<file path="config.mk">
export PLATFORM = sky130hd
export DESIGN_NAME = mpy_seq_top
export DESIGN_NICKNAME = d
export VERILOG_FILES = /design/src/rtl/mpy_seq_pkg.sv /design/src/rtl/mpy_ctrl_store.sv /design/src/rtl/mpy_next_addr.sv /design/src/rtl/mpy_datapath.sv /design/src/rtl/mpy_seq_top.sv
export SDC_FILE = /design/constraint.sdc
export NUM_CORES = 1
export LEC_CHECK = 0
export BUFFER_PORTS_ARGS = -buffer_cell sky130_fd_sc_hd__buf_4
export CORE_MARGIN = 4
export CORE_UTILIZATION = 50
export DETAILED_ROUTE_END_ITERATION = 6
export PLACE_DENSITY = 0.84
export REMOVE_ABC_BUFFERS = 1
export SETUP_SLACK_MARGIN = 0.4
export SLEW_MARGIN = 20
export SYNTH_ARGS = -nofsm -noshare
export SYNTH_HDL_FRONTEND = slang
export SYNTH_SLANG_ARGS = --single-unit
</file>
<file path="constraint.sdc">
create_clock -name clk_i -period 3.6 [get_ports clk_i]
set_input_delay 0 -clock clk_i [delete_from_list [all_inputs] [get_ports clk_i]]
set_output_delay 0 -clock clk_i [all_outputs]
set_load 0.005 [all_outputs]
</file>
<file path="src/rtl/mpy_seq_pkg.sv">
package mpy_seq_pkg;
  localparam int unsigned ADDR_W = 3;
  localparam int unsigned NUM_WORDS = 5;

  typedef enum logic [1:0] {
    BR_ALWAYS = 2'b00,
    BR_START  = 2'b01,
    BR_LSB    = 2'b10,
    BR_ZERO   = 2'b11
  } br_sel_e;

  typedef struct packed {
    logic init;
    logic add;
    logic clr_c;
    logic shift_dec;
  } strobes_t;

  typedef struct packed {
    br_sel_e           sel;
    logic [ADDR_W-1:0] addr_a;
    logic [ADDR_W-1:0] addr_b;
    strobes_t          strobes;
  } uword_t;

  localparam logic [ADDR_W-1:0] W_IDLE  = 3'd0;
  localparam logic [ADDR_W-1:0] W_SETUP = 3'd1;
  localparam logic [ADDR_W-1:0] W_TEST  = 3'd2;
  localparam logic [ADDR_W-1:0] W_ADD   = 3'd3;
  localparam logic [ADDR_W-1:0] W_SHIFT = 3'd4;

  function automatic uword_t ucode(input logic [ADDR_W-1:0] addr);
    uword_t w;
    w = '0;
    case (addr)
      W_IDLE:  begin w.sel = BR_START;  w.addr_a = W_IDLE;  w.addr_b = W_SETUP; end
      W_SETUP: begin w.sel = BR_ALWAYS; w.addr_a = W_TEST;  w.addr_b = W_TEST;  w.strobes.init = 1'b1; end
      W_TEST:  begin w.sel = BR_LSB;    w.addr_a = W_SHIFT; w.addr_b = W_ADD; end
      W_ADD:   begin w.sel = BR_ALWAYS; w.addr_a = W_SHIFT; w.addr_b = W_SHIFT; w.strobes.add = 1'b1; end
      W_SHIFT: begin
        w.sel = BR_ZERO; w.addr_a = W_TEST; w.addr_b = W_IDLE;
        w.strobes.clr_c = 1'b1; w.strobes.shift_dec = 1'b1;
      end
      default: w = '0;
    endcase
    return w;
  endfunction
endpackage

</file>
<file path="src/rtl/mpy_ctrl_store.sv">
module mpy_ctrl_store
  import mpy_seq_pkg::*;
(
  input  logic [ADDR_W-1:0] addr_i,
  output uword_t            word_o
);
  always_comb word_o = ucode(addr_i);
endmodule

</file>
<file path="src/rtl/mpy_next_addr.sv">
module mpy_next_addr
  import mpy_seq_pkg::*;
(
  input  logic              clk_i,
  input  logic              rst_ni,
  input  br_sel_e           sel_i,
  input  logic [ADDR_W-1:0] addr_a_i,
  input  logic [ADDR_W-1:0] addr_b_i,
  input  logic              start_i,
  input  logic              lsb_i,
  input  logic              zero_i,
  output logic [ADDR_W-1:0] car_o
);
  logic take_b;
  logic [ADDR_W-1:0] car_q;

  always_comb begin
    unique case (sel_i)
      BR_ALWAYS: take_b = 1'b0;
      BR_START:  take_b = start_i;
      BR_LSB:    take_b = lsb_i;
      BR_ZERO:   take_b = zero_i;
      default:   take_b = 1'b0;
    endcase
  end

  always_ff @(posedge clk_i or negedge rst_ni) begin
    if (!rst_ni) car_q <= W_IDLE;
    else         car_q <= take_b ? addr_b_i : addr_a_i;
  end

  assign car_o = car_q;
endmodule

</file>
<file path="src/rtl/mpy_datapath.sv">
module mpy_datapath
  import mpy_seq_pkg::*;
#(
  parameter int unsigned WIDTH = 8,
  localparam int unsigned CNT_W = (WIDTH > 2) ? $clog2(WIDTH) : 1
) (
  input  logic             clk_i,
  input  logic             rst_ni,
  input  strobes_t         strobes_i,
  input  logic [WIDTH-1:0] mcand_i,
  input  logic [WIDTH-1:0] mplier_i,
  output logic             lsb_o,
  output logic             zero_o,
  output logic [2*WIDTH-1:0] product_o
);
  logic [WIDTH-1:0] b_q, a_q, q_q;
  logic             c_q;
  logic [CNT_W-1:0] cnt_q;
  logic [WIDTH:0]   sum;

  assign sum = {1'b0, a_q} + {1'b0, b_q};

  always_ff @(posedge clk_i or negedge rst_ni) begin
    if (!rst_ni) begin
      b_q <= '0; a_q <= '0; q_q <= '0; c_q <= 1'b0; cnt_q <= '0;
    end else if (strobes_i.init) begin
      b_q   <= mcand_i;
      q_q   <= mplier_i;
      a_q   <= '0;
      c_q   <= 1'b0;
      cnt_q <= CNT_W'(WIDTH - 1);
    end else if (strobes_i.add) begin
      {c_q, a_q} <= sum;
    end else if (strobes_i.shift_dec) begin
      // carry enters the top of A, A[0] enters the top of Q
      a_q   <= {c_q, a_q[WIDTH-1:1]};
      q_q   <= {a_q[0], q_q[WIDTH-1:1]};
      cnt_q <= cnt_q - 1'b1;
      if (strobes_i.clr_c) c_q <= 1'b0;
    end else if (strobes_i.clr_c) begin
      c_q <= 1'b0;
    end
  end

  assign lsb_o     = q_q[0];
  assign zero_o    = (cnt_q == '0);
  assign product_o = {a_q, q_q};
endmodule

</file>
<file path="src/rtl/mpy_seq_top.sv">
module mpy_seq_top
  import mpy_seq_pkg::*;
#(
  parameter int unsigned WIDTH = 8
) (
  input  logic               clk_i,
  input  logic               rst_ni,
  input  logic               start_i,
  input  logic [WIDTH-1:0]   mcand_i,
  input  logic [WIDTH-1:0]   mplier_i,
  output logic [2*WIDTH-1:0] product_o,
  output logic               idle_o
);
  logic [ADDR_W-1:0] car;
  uword_t            uword;
  logic              lsb, zero;

  mpy_ctrl_store u_store (
    .addr_i (car),
    .word_o (uword)
  );

  mpy_next_addr u_seq (
    .clk_i    (clk_i),
    .rst_ni   (rst_ni),
    .sel_i    (uword.sel),
    .addr_a_i (uword.addr_a),
    .addr_b_i (uword.addr_b),
    .start_i  (start_i),
    .lsb_i    (lsb),
    .zero_i   (zero),
    .car_o    (car)
  );

  mpy_datapath #(.WIDTH(WIDTH)) u_dp (
    .clk_i     (clk_i),
    .rst_ni    (rst_ni),
    .strobes_i (uword.strobes),
    .mcand_i   (mcand_i),
    .mplier_i  (mplier_i),
    .lsb_o     (lsb),
    .zero_o    (zero),
    .product_o (product_o)
  );

  assign idle_o = (car == W_IDLE);
endmodule

</file>
==> results.rst, run 1 <==
.. list-table::
   :header-rows: 1

   * - Metric
     - Value
   * - Status
     - finished, final reports clean
   * - Finished layout cell area
     - 2374 um2
   * - Synthesized instance count
     - between 200 and 250
   * - Worst reg-to-reg path cell count
     - 3
   * - Number of standard-cell rows in the floorplan
     - 22
   * - Largest buffer count on any clock path
     - 2
   * - Average size of a mapped cell
     - between 8 and 9 um2
   * - DP Area
     - about 2200 um2
   * - First-iteration detailed-routing DRC count
     - 144
   * - Layout Area Growth over Synthesis
     - 23.83%
   * - Setup-violating endpoint count in the final report
     - 0
   * - Unrepaired setup endpoints after global routing
     - no
   * - Signal arrival time at the worst endpoint
     - 2360 ps
   * - Total power per unit cell area
     - 982.6 nW/um2
   * - Worst-case hold slack
     - between 20 and 30 ps
   * - Critical path data required time
     - 3770 ps
   * - Worst hold path type
     - input port to flop
   * - Number of distinct library cells after synthesis
     - 33
   * - Post-Place Setup Slack
     - roughly 1400 ps
   * - Largest net degree at the start of global routing
     - 32
   * - Sequential cell area fraction in the yosys report
     - 0.4047
   * - Fraction of final layout cells sized beyond drive strength 1
     - 0.2171
   * - Tot GR Track Use
     - 0.1918
   * - Drt wl/cell
     - 14.69 um
   * - Kind of cell adding the most delay to the critical path
     - flip-flops
   * - Insertion delay of the later-clocked pin in the worst-skew pair
     - 290 ps
   * - DIE WIDTH
     - 69.92 um
   * - Ranking of synthesized cells by instance count
     - 31 x sky130_fd_sc_hd__dfrtp_1, 25 x sky130_fd_sc_hd__nor2_1, 23 x sky130_fd_sc_hd__a21oi_1
   * - Final Hold Viols
     - 0
   * - Syn. warnings
     - 0
   * - Category of the critical setup timing path
     - flop to flop
   * - Ordered cell list for the critical path
     - inv_1 -> nor3_2 -> mux2_2
   * - Clock tree from TritonCTS
     - yes
   * - Final net count
     - 288
   * - Worst vdd rail ir drop
     - 0.5188 mV
   * - Dominant cell type by area after synthesis
     - sky130_fd_sc_hd__dfrtp_1
   * - Type of origin of the critical path
     - flop
   * - Prevailing post-synth register cell
     - sky130_fd_sc_hd__dfrtp_1
   * - Total wire length
     - 4.496 mm
   * - ANT cells
     - 0
   * - Async SR Flop Fraction
     - 1.000
   * - Maximum level of the CTS H-tree
     - 2
   * - Synth top area cells
     - sky130_fd_sc_hd__dfrtp_1 40%, sky130_fd_sc_hd__ha_1 6.5%, sky130_fd_sc_hd__a21oi_1 6.0%
   * - Boundary Pins
     - 36
   * - Maximum single-stage delay on the critical path
     - 890 ps
   * - EDFF count, synth
     - 0
   * - Highest routed metal layer
     - met4
   * - Leading cell type by number of instances after synthesis
     - sky130_fd_sc_hd__dfrtp_1
   * - Layout Skew
     - between 8 and 9 ps
   * - Post-route DRC
     - 0
   * - Port-buffer cells
     - 35
   * - Routed met2 length
     - around 2.2 mm
   * - GRT Residual Overflow
     - 0
   * - Count of nets left with antenna violations after detail routing
     - 0
   * - Number of clock sinks seen by CTS
     - 31
   * - Cell depth of the worst min-delay path
     - 3
   * - Tightest slew margin relative to the limit
     - 0.4457
   * - Drt first pass iters
     - 4
   * - Static leakage power
     - 1.091 nW
   * - Vias per std cell
     - 5.781
   * - Post-route setup TNS
     - 0 ps
   * - Kind of capture point of the worst setup path
     - flop
   * - Routed wl met3
     - 298 um
   * - Placeable core region
     - 3689 um2
   * - Final worst path period need
     - 2186 ps
   * - Clk slew on worst S/H paths
     - 60 ps
   * - Fill cells
     - 330
   * - Share of the clock period used by the worst path after layout
     - 0.6071
   * - Antenna violations before repair
     - 0
   * - Worst-case setup margin in the final layout
     - between 1000 and 1500 ps
   * - Global-route wire length before repair
     - 7.700 mm
   * - Met1 Routed Length
     - 1.903 mm
   * - Final-report max-slew violation count
     - 0
   * - Reported max-cap violation count
     - 0
   * - Num CTS Buffers
     - 5
   * - Die Span Y
     - approximately 70 um
   * - Least-Margin Pin Slew
     - 831.4 ps
   * - Critical path buffers and inverters
     - 1
   * - Synthesized area
     - 1917 um2
   * - Critical Path Slowest Stage Cell
     - sky130_fd_sc_hd__dfrtp_1
   * - Top fanout value on the critical path
     - 31
   * - Number of global-route vias before repair
     - approximately 1700
   * - Placed wire-length estimate
     - 2.967 mm
   * - Total vias in the final route
     - around 1800
   * - Count of placed standard cells including taps
     - 290
   * - Number of flip-flops and latches in the synthesized netlist
     - 31
   * - Maximum clock rate
     - 457.5 MHz
   * - Clock root buffer
     - sky130_fd_sc_hd__clkbuf_8
   * - Initial Util
     - 0.5197
   * - Area fraction of the dominant cell type after synthesis
     - 0.4047
   * - Filler-free cell count of the finished design
     - 306
   * - Logic depth of the worst path, buffers included
     - 3
   * - GP Congestion
     - 0.8155
   * - Area enclosed by the die boundary
     - slightly below 5000 um2
[layer usage]
layer | global-route usage | vias up
li1 | - | 873
met1 | 0.2386 | 824
met2 | 0.3221 | 65
met3 | 0.06043 | 7
met4 | 0.04894 | 0
met5 | 0 | -
[power by group]
group	switching [mW]	internal [mW]	total [mW]
Clock	0.128	0.150	0.278
Sequential	0.250	0.522	0.772
Combinational	0.638	0.645	1.28
Total	1.02	1.32	2.33
[per-stage QoR]
step                total power [mW]    util
detailed placement             2.039  0.5953
global placement               1.987  0.5953
finish                         2.332  0.6435
global route                   2.548  0.6435
CTS                            2.344  0.6435
floorplan                      1.613       -
[kinds of logic after synthesis]
family,share of synthesized area
XOR/XNOR,0.01828
AO/OA/AOI/OAI,0.2552
buffers and inverters,0.05222
flip-flops,0.4047
adder cells (fa/ha/maj),0.07572
AND/OR/NAND/NOR,0.1469
multiplexers,0.04700
[cells in the final DEF, fill, tap and decap left out, types with 4 or more instances in the layout]
master	n
sky130_fd_sc_hd__a21o_1	4
sky130_fd_sc_hd__a21oi_1	23
sky130_fd_sc_hd__a221oi_1	6
sky130_fd_sc_hd__a31oi_1	8
sky130_fd_sc_hd__buf_4	38
sky130_fd_sc_hd__clkbuf_8	6
sky130_fd_sc_hd__dfrtp_1	31
sky130_fd_sc_hd__dlygate4sd3_1	9
sky130_fd_sc_hd__ha_1	10
sky130_fd_sc_hd__inv_1	9
sky130_fd_sc_hd__mux2_2	8
sky130_fd_sc_hd__nand2_1	20
sky130_fd_sc_hd__nor2_1	25
sky130_fd_sc_hd__o21ai_0	17
sky130_fd_sc_hd__o22ai_1	7
sky130_fd_sc_hd__or3_1	8
[registers in the layout, summed over array words and instances, names as in the netlist]
register and count:
u_dp.a_q 8, u_seq.car_o 3, u_dp.cnt_q 3, u_dp.c_q 1, u_dp.q_q 8, u_dp.b_q 8
[final timing paths]
path                                          startpoint                        to  slack (ps)
worst max-delay path            u_seq.car_o[0]$_DFF_PN0_   u_dp.b_q[5]$_DFFE_PN0N_        1410
worst min-delay path                             start_i  u_seq.car_o[0]$_DFF_PN0_          30
worst max register to register  u_seq.car_o[0]$_DFF_PN0_   u_dp.b_q[5]$_DFFE_PN0N_        1410
worst min register to register      u_dp.c_q$_DFFE_PN0P_      u_dp.c_q$_DFFE_PN0P_         490
max in group asynchronous                         rst_ni   u_dp.a_q[1]$_DFFE_PN0P_        3130
min in group asynchronous                         rst_ni   u_dp.b_q[3]$_DFFE_PN0N_         180
[worst reg2reg max path, cell delays in order (launching register included)]
cell and delay [ps]:
sky130_fd_sc_hd__dfrtp_1 890, sky130_fd_sc_hd__inv_1 170, sky130_fd_sc_hd__nor3_2 600, sky130_fd_sc_hd__mux2_2 410
[area by class of cell]
class / count / area, um2 / area share
Multi-Input combinational cell: 164 / 1041 / 0.4386
Timing Repair Buffer: 47 / 375.4 / 0.1581
Tap cell: 48 / 60.06 / 0.02530
Clock inverter: 1 / 5.005 / 0.002109
Inverter: 9 / 33.78 / 0.01423
Clock buffer: 6 / 82.58 / 0.03479
Sequential cell: 31 / 775.7 / 0.3268
[repair_timing]
item | in CTS | in global routing
hold endpoints to repair | 39 | 0
gates resized for setup | 0 | 0
setup buffers | 0 | 0
hold buffers | 9 | 0
Power figures use the tool's default switching activity.
==> inputs of run 2 (changes only) <==
ABC_AREA = 1   (was default)
CORE_UTILIZATION = 49   (was 50)
PLACE_DENSITY = 0.86   (was 0.84)
clock period = 2 ns   (was 3.6 ns; I/O delays follow)
==> run 2 against run 1 <==
Effect of this change: design area up 5.0%; worst hold slack worse by 4.5 ps; largest cell class unchanged; non-clock buffer count up 10.
==> results.rst, run 2 <==
.. list-table::
   :header-rows: 1

   * - Metric
     - Value
   * - Total wire length
     - 4.538 mm (+0.93%)
   * - Worst hold path type
     - input port to flop
   * - Total vias in the final route
     - 1733 (-2.0%)
   * - Utilization of the core after routing
     - 0.6808 (+0.03731)
   * - Port-buffer cells
     - 35 (unchanged)
   * - Cell depth of the worst min-delay path
     - 3 (unchanged)
   * - Number of flip-flops and latches in the synthesized netlist
     - 31 (unchanged)
   * - Commonest cells after routing, fill and taps aside
     - 75 x sky130_fd_sc_hd__nand2_1, 40 x sky130_fd_sc_hd__buf_4, 30 x sky130_fd_sc_hd__dfrtp_1
   * - Tot GR Track Use
     - 0.1983 (+0.006516)
   * - Static leakage power
     - 1.251 nW (+15%)
   * - Tightest slew margin relative to the limit
     - 0.7272 (+0.2815)
   * - Final worst path period need
     - 1655 ps (-530.8 ps)
   * - ANT cells
     - 0 (unchanged)
   * - Logic depth of the worst path, buffers included
     - 11 (+8)
   * - Number of clock sinks seen by CTS
     - 31 (unchanged)
   * - Global-route wire length before repair
     - 7.686 mm (-0.18%)
   * - Layout Skew
     - 3.741 ps (-4.669 ps)
   * - Leading cell type by number of instances after synthesis
     - sky130_fd_sc_hd__nand2_1
   * - Clk slew on worst S/H paths
     - 70 ps (about the same)
   * - Maximum single-stage delay on the critical path
     - 360 ps (-530 ps)
   * - Final-report max-slew violation count
     - 0 (unchanged)
   * - Type of origin of the critical path
     - flop
   * - GRT Residual Overflow
     - 0 (unchanged)
   * - Antenna violations before repair
     - 0 (unchanged)
   * - Vias per std cell
     - 5.097 (-12%)
   * - Most common library cell in the layout ignoring fill and taps
     - sky130_fd_sc_hd__nand2_1
   * - Regs by FF count
     - u_dp.a_q (8), u_dp.b_q (8), u_dp.q_q (8)
   * - Placeable core region
     - 3661 um2 (-0.75%)
   * - Synthesized instance count
     - 234 (+6.8%)
   * - Finished layout cell area
     - 2492 um2 (+5.0%)
   * - Average size of a mapped cell
     - 7.892 um2 (-9.8%)
   * - Placed wire-length estimate
     - 2.978 mm (+0.38%)
   * - Post-route DRC
     - 0 (unchanged)
   * - Sequential cell area fraction in the yosys report
     - 0.4201 (+0.01535)
   * - Critical path data required time
     - 2220 ps (-1550 ps)
   * - Worst-case hold slack
     - 23.49 ps (-4.541 ps)
   * - DIE WIDTH
     - 69.39 um (-0.75%)
   * - Total area of sequential cells
     - 777.0 um2 (+0.16%)
   * - Category of the critical setup timing path
     - flop to flop
   * - Maximum level of the CTS H-tree
     - 2 (unchanged)
   * - Largest buffer count on any clock path
     - 2 (unchanged)
   * - Area enclosed by the die boundary
     - 4815 um2 (-1.5%)
   * - Kind of capture point of the worst setup path
     - flop
   * - Layout Area Growth over Synthesis
     - 34.96%
   * - Reported max-cap violation count
     - 0 (unchanged)
   * - Boundary Pins
     - 36 (unchanged)
   * - Syn. warnings
     - 0 (unchanged)
   * - Number of distinct library cells after synthesis
     - 31 (-6.1%)
   * - Kind of cell adding the most delay to the critical path
     - simple AND/OR/NAND/NOR gates
   * - Critical path buffers and inverters
     - 2 (+1)
   * - Insertion delay of the later-clocked pin in the worst-skew pair
     - 290 ps (about the same)
   * - Clock tree from TritonCTS
     - yes
   * - Maximum clock rate
     - 604.3 MHz (+32%)
   * - Most frequent cell on the critical path
     - sky130_fd_sc_hd__nand2_2
   * - EDFF count, synth
     - 0 (unchanged)
   * - Synthesized area
     - 1847 um2 (-3.7%)
   * - Setup-violating endpoint count in the final report
     - 0 (unchanged)
   * - Critical Path Slowest Stage Cell
     - sky130_fd_sc_hd__dfrtp_1
   * - DP Area
     - 2120 um2 (-3.5%)
   * - Prevailing post-synth register cell
     - sky130_fd_sc_hd__dfrtp_1
   * - Number of standard-cell rows in the floorplan
     - 22 (unchanged)
   * - Count of nets left with antenna violations after detail routing
     - 0 (unchanged)
   * - Fill cells
     - 267 (-19%)
   * - Fraction of final layout cells sized beyond drive strength 1
     - 0.3014 (+0.08432)
   * - Drt wl/cell
     - 13.35 um (-9.2%)
   * - Dominant cell type by area after synthesis
     - sky130_fd_sc_hd__dfrtp_1
   * - Total power per unit cell area
     - 1497 nW/um2 (+52%)
   * - Final Hold Viols
     - 0 (unchanged)
   * - Status
     - finished, final reports clean
   * - Clock root buffer
     - sky130_fd_sc_hd__clkbuf_8
   * - Drt first pass iters
     - 4 (unchanged)
   * - Multi-input combinational cell area
     - 970.9 um2 (-6.7%)
   * - Synth top area cells
     - sky130_fd_sc_hd__dfrtp_1 42%, sky130_fd_sc_hd__nand2_1 16%, sky130_fd_sc_hd__ha_1 6.8%
   * - Die Span Y
     - 69.39 um (-0.75%)
   * - Async SR Flop Fraction
     - 1.000 (unchanged)
   * - Unrepaired setup endpoints after global routing
     - yes
   * - Initial Util
     - 0.5044 (-0.01523)
   * - Largest net degree at the start of global routing
     - 32 (unchanged)
   * - Worst vdd rail ir drop
     - 1.017 mV (+96%)
   * - GP Congestion
     - 0.8674 (+6.4%)
   * - Post-route setup TNS
     - 0 ps (unchanged)
   * - Ordered cell list for the critical path
     - ha_2 -> inv_2 -> fa_2 -> inv_2 -> nand2_2 -> nand2_2 -> nand2_2 -> or2_4 -> nand3_2 -> nand2_2 -> o21ai_2
   * - Final net count
     - 321 (+11%)
   * - Signal arrival time at the worst endpoint
     - 1870 ps (-490 ps)
   * - Area fraction of the dominant cell type after synthesis
     - 0.4201 (+0.01535)
   * - Share of the clock period used by the worst path after layout
     - 0.8274 (+0.2203)
   * - Num CTS Buffers
     - 5 (unchanged)
   * - Least-Margin Pin Slew
     - 408.3 ps (-423.2 ps)
   * - Worst reg-to-reg path cell count
     - 11 (+8)
   * - Top fanout value on the critical path
     - 3 (-90%)
   * - Ranking of synthesized cells by instance count
     - 80 x sky130_fd_sc_hd__nand2_1, 31 x sky130_fd_sc_hd__dfrtp_1, 21 x sky130_fd_sc_hd__nor2_1
   * - First-iteration detailed-routing DRC count
     - 55 (-62%)
   * - Number of global-route vias before repair
     - 1759 (+2.8%)
[run 2: cell types whose count changed in the layout (fill, tap and decap cells not counted), moves of 9 or more]
| cell | delta |
|---|---|
| sky130_fd_sc_hd__inv_1 | +9 |
| sky130_fd_sc_hd__a21oi_1 | -21 |
| sky130_fd_sc_hd__o21ai_0 | -12 |
| sky130_fd_sc_hd__nand2_1 | +55 |
[run 2: routing by layer]
metal	part of all wire	track usage	vias up
li1	-	-	858
met1	0.41	0.2197	786
met2	0.49	0.3443	71
met3	0.064	0.05797	18
met4	0.039	0.09761	0
met5	0	0	-
[run 2: repair_timing]
| action | CTS | global route |
|---|---|---|
| pin swaps | 5 | 7 |
| hold buffers | 17 | 0 |
| setup buffers | 3 | 0 |
| endpoints found under the hold margin | 47 | 0 |
| resized for setup | 10 | 10 |
| setup endpoints to repair | 4 | 7 |
[run 2: final cells by class]
| class | instances | area share |
|---|---|---|
| repair buffers | 57 | 0.1888 |
| flip-flops and latches | 31 | 0.3117 |
| well taps | 48 | 0.02410 |
| inverters | 27 | 0.04568 |
| multi-input cells | 169 | 0.3896 |
| clock buffers | 8 | 0.04016 |
[run 2: kinds of logic after synthesis]
logic type	after synthesis	share of synthesized area
simple gates	127	0.3028
buf+inv	34	0.09688
compound gates	31	0.1016
flops	31	0.4201
fa+ha+maj	11	0.07859
[run 2: tightest hold or removal path, stage by stage]
cell	delay, ps
sky130_fd_sc_hd__buf_4	70
sky130_fd_sc_hd__o21ai_0	70
sky130_fd_sc_hd__o21ai_1	120
[run 2: worst paths after layout]
check,slack [ps],end,startpoint
hold reg to reg,480,u_dp.b_q[4]$_DFFE_PN0N_,u_dp.b_q[4]$_DFFE_PN0N_
setup reg to reg,350,u_dp.a_q[4]$_DFFE_PN0P_,u_dp.b_q[0]$_DFFE_PN0N_
min in group asynchronous,170,u_dp.q_q[3]$_DFFE_PN0P_,rst_ni
max in group asynchronous,1520,u_dp.a_q[2]$_DFFE_PN0P_,rst_ni
hold / removal,20,u_dp.q_q[7]$_DFFE_PN0P_,mplier_i[7]
setup / recovery,350,u_dp.a_q[4]$_DFFE_PN0P_,u_dp.b_q[0]$_DFFE_PN0N_
[run 2: through the flow]
stage          cells  power (mW)  setup slack [ps]
3_3_place_gp     312       2.887             309.2
3_5_place_dp     312       2.964             233.1
5_1_grt          340       4.081             262.6
4_1_cts          340       3.622             356.5
6_report         340       3.732             345.1
2_1_floorplan    227       2.360             327.5
[run 2: where the power goes]
part	switching, mW	leakage, nW	internal, mW
logic	1.18	0.820	0.865
registers	0.234	0.379	0.898
clock network	0.237	0.0515	0.314
total	1.65	1.25	2.08
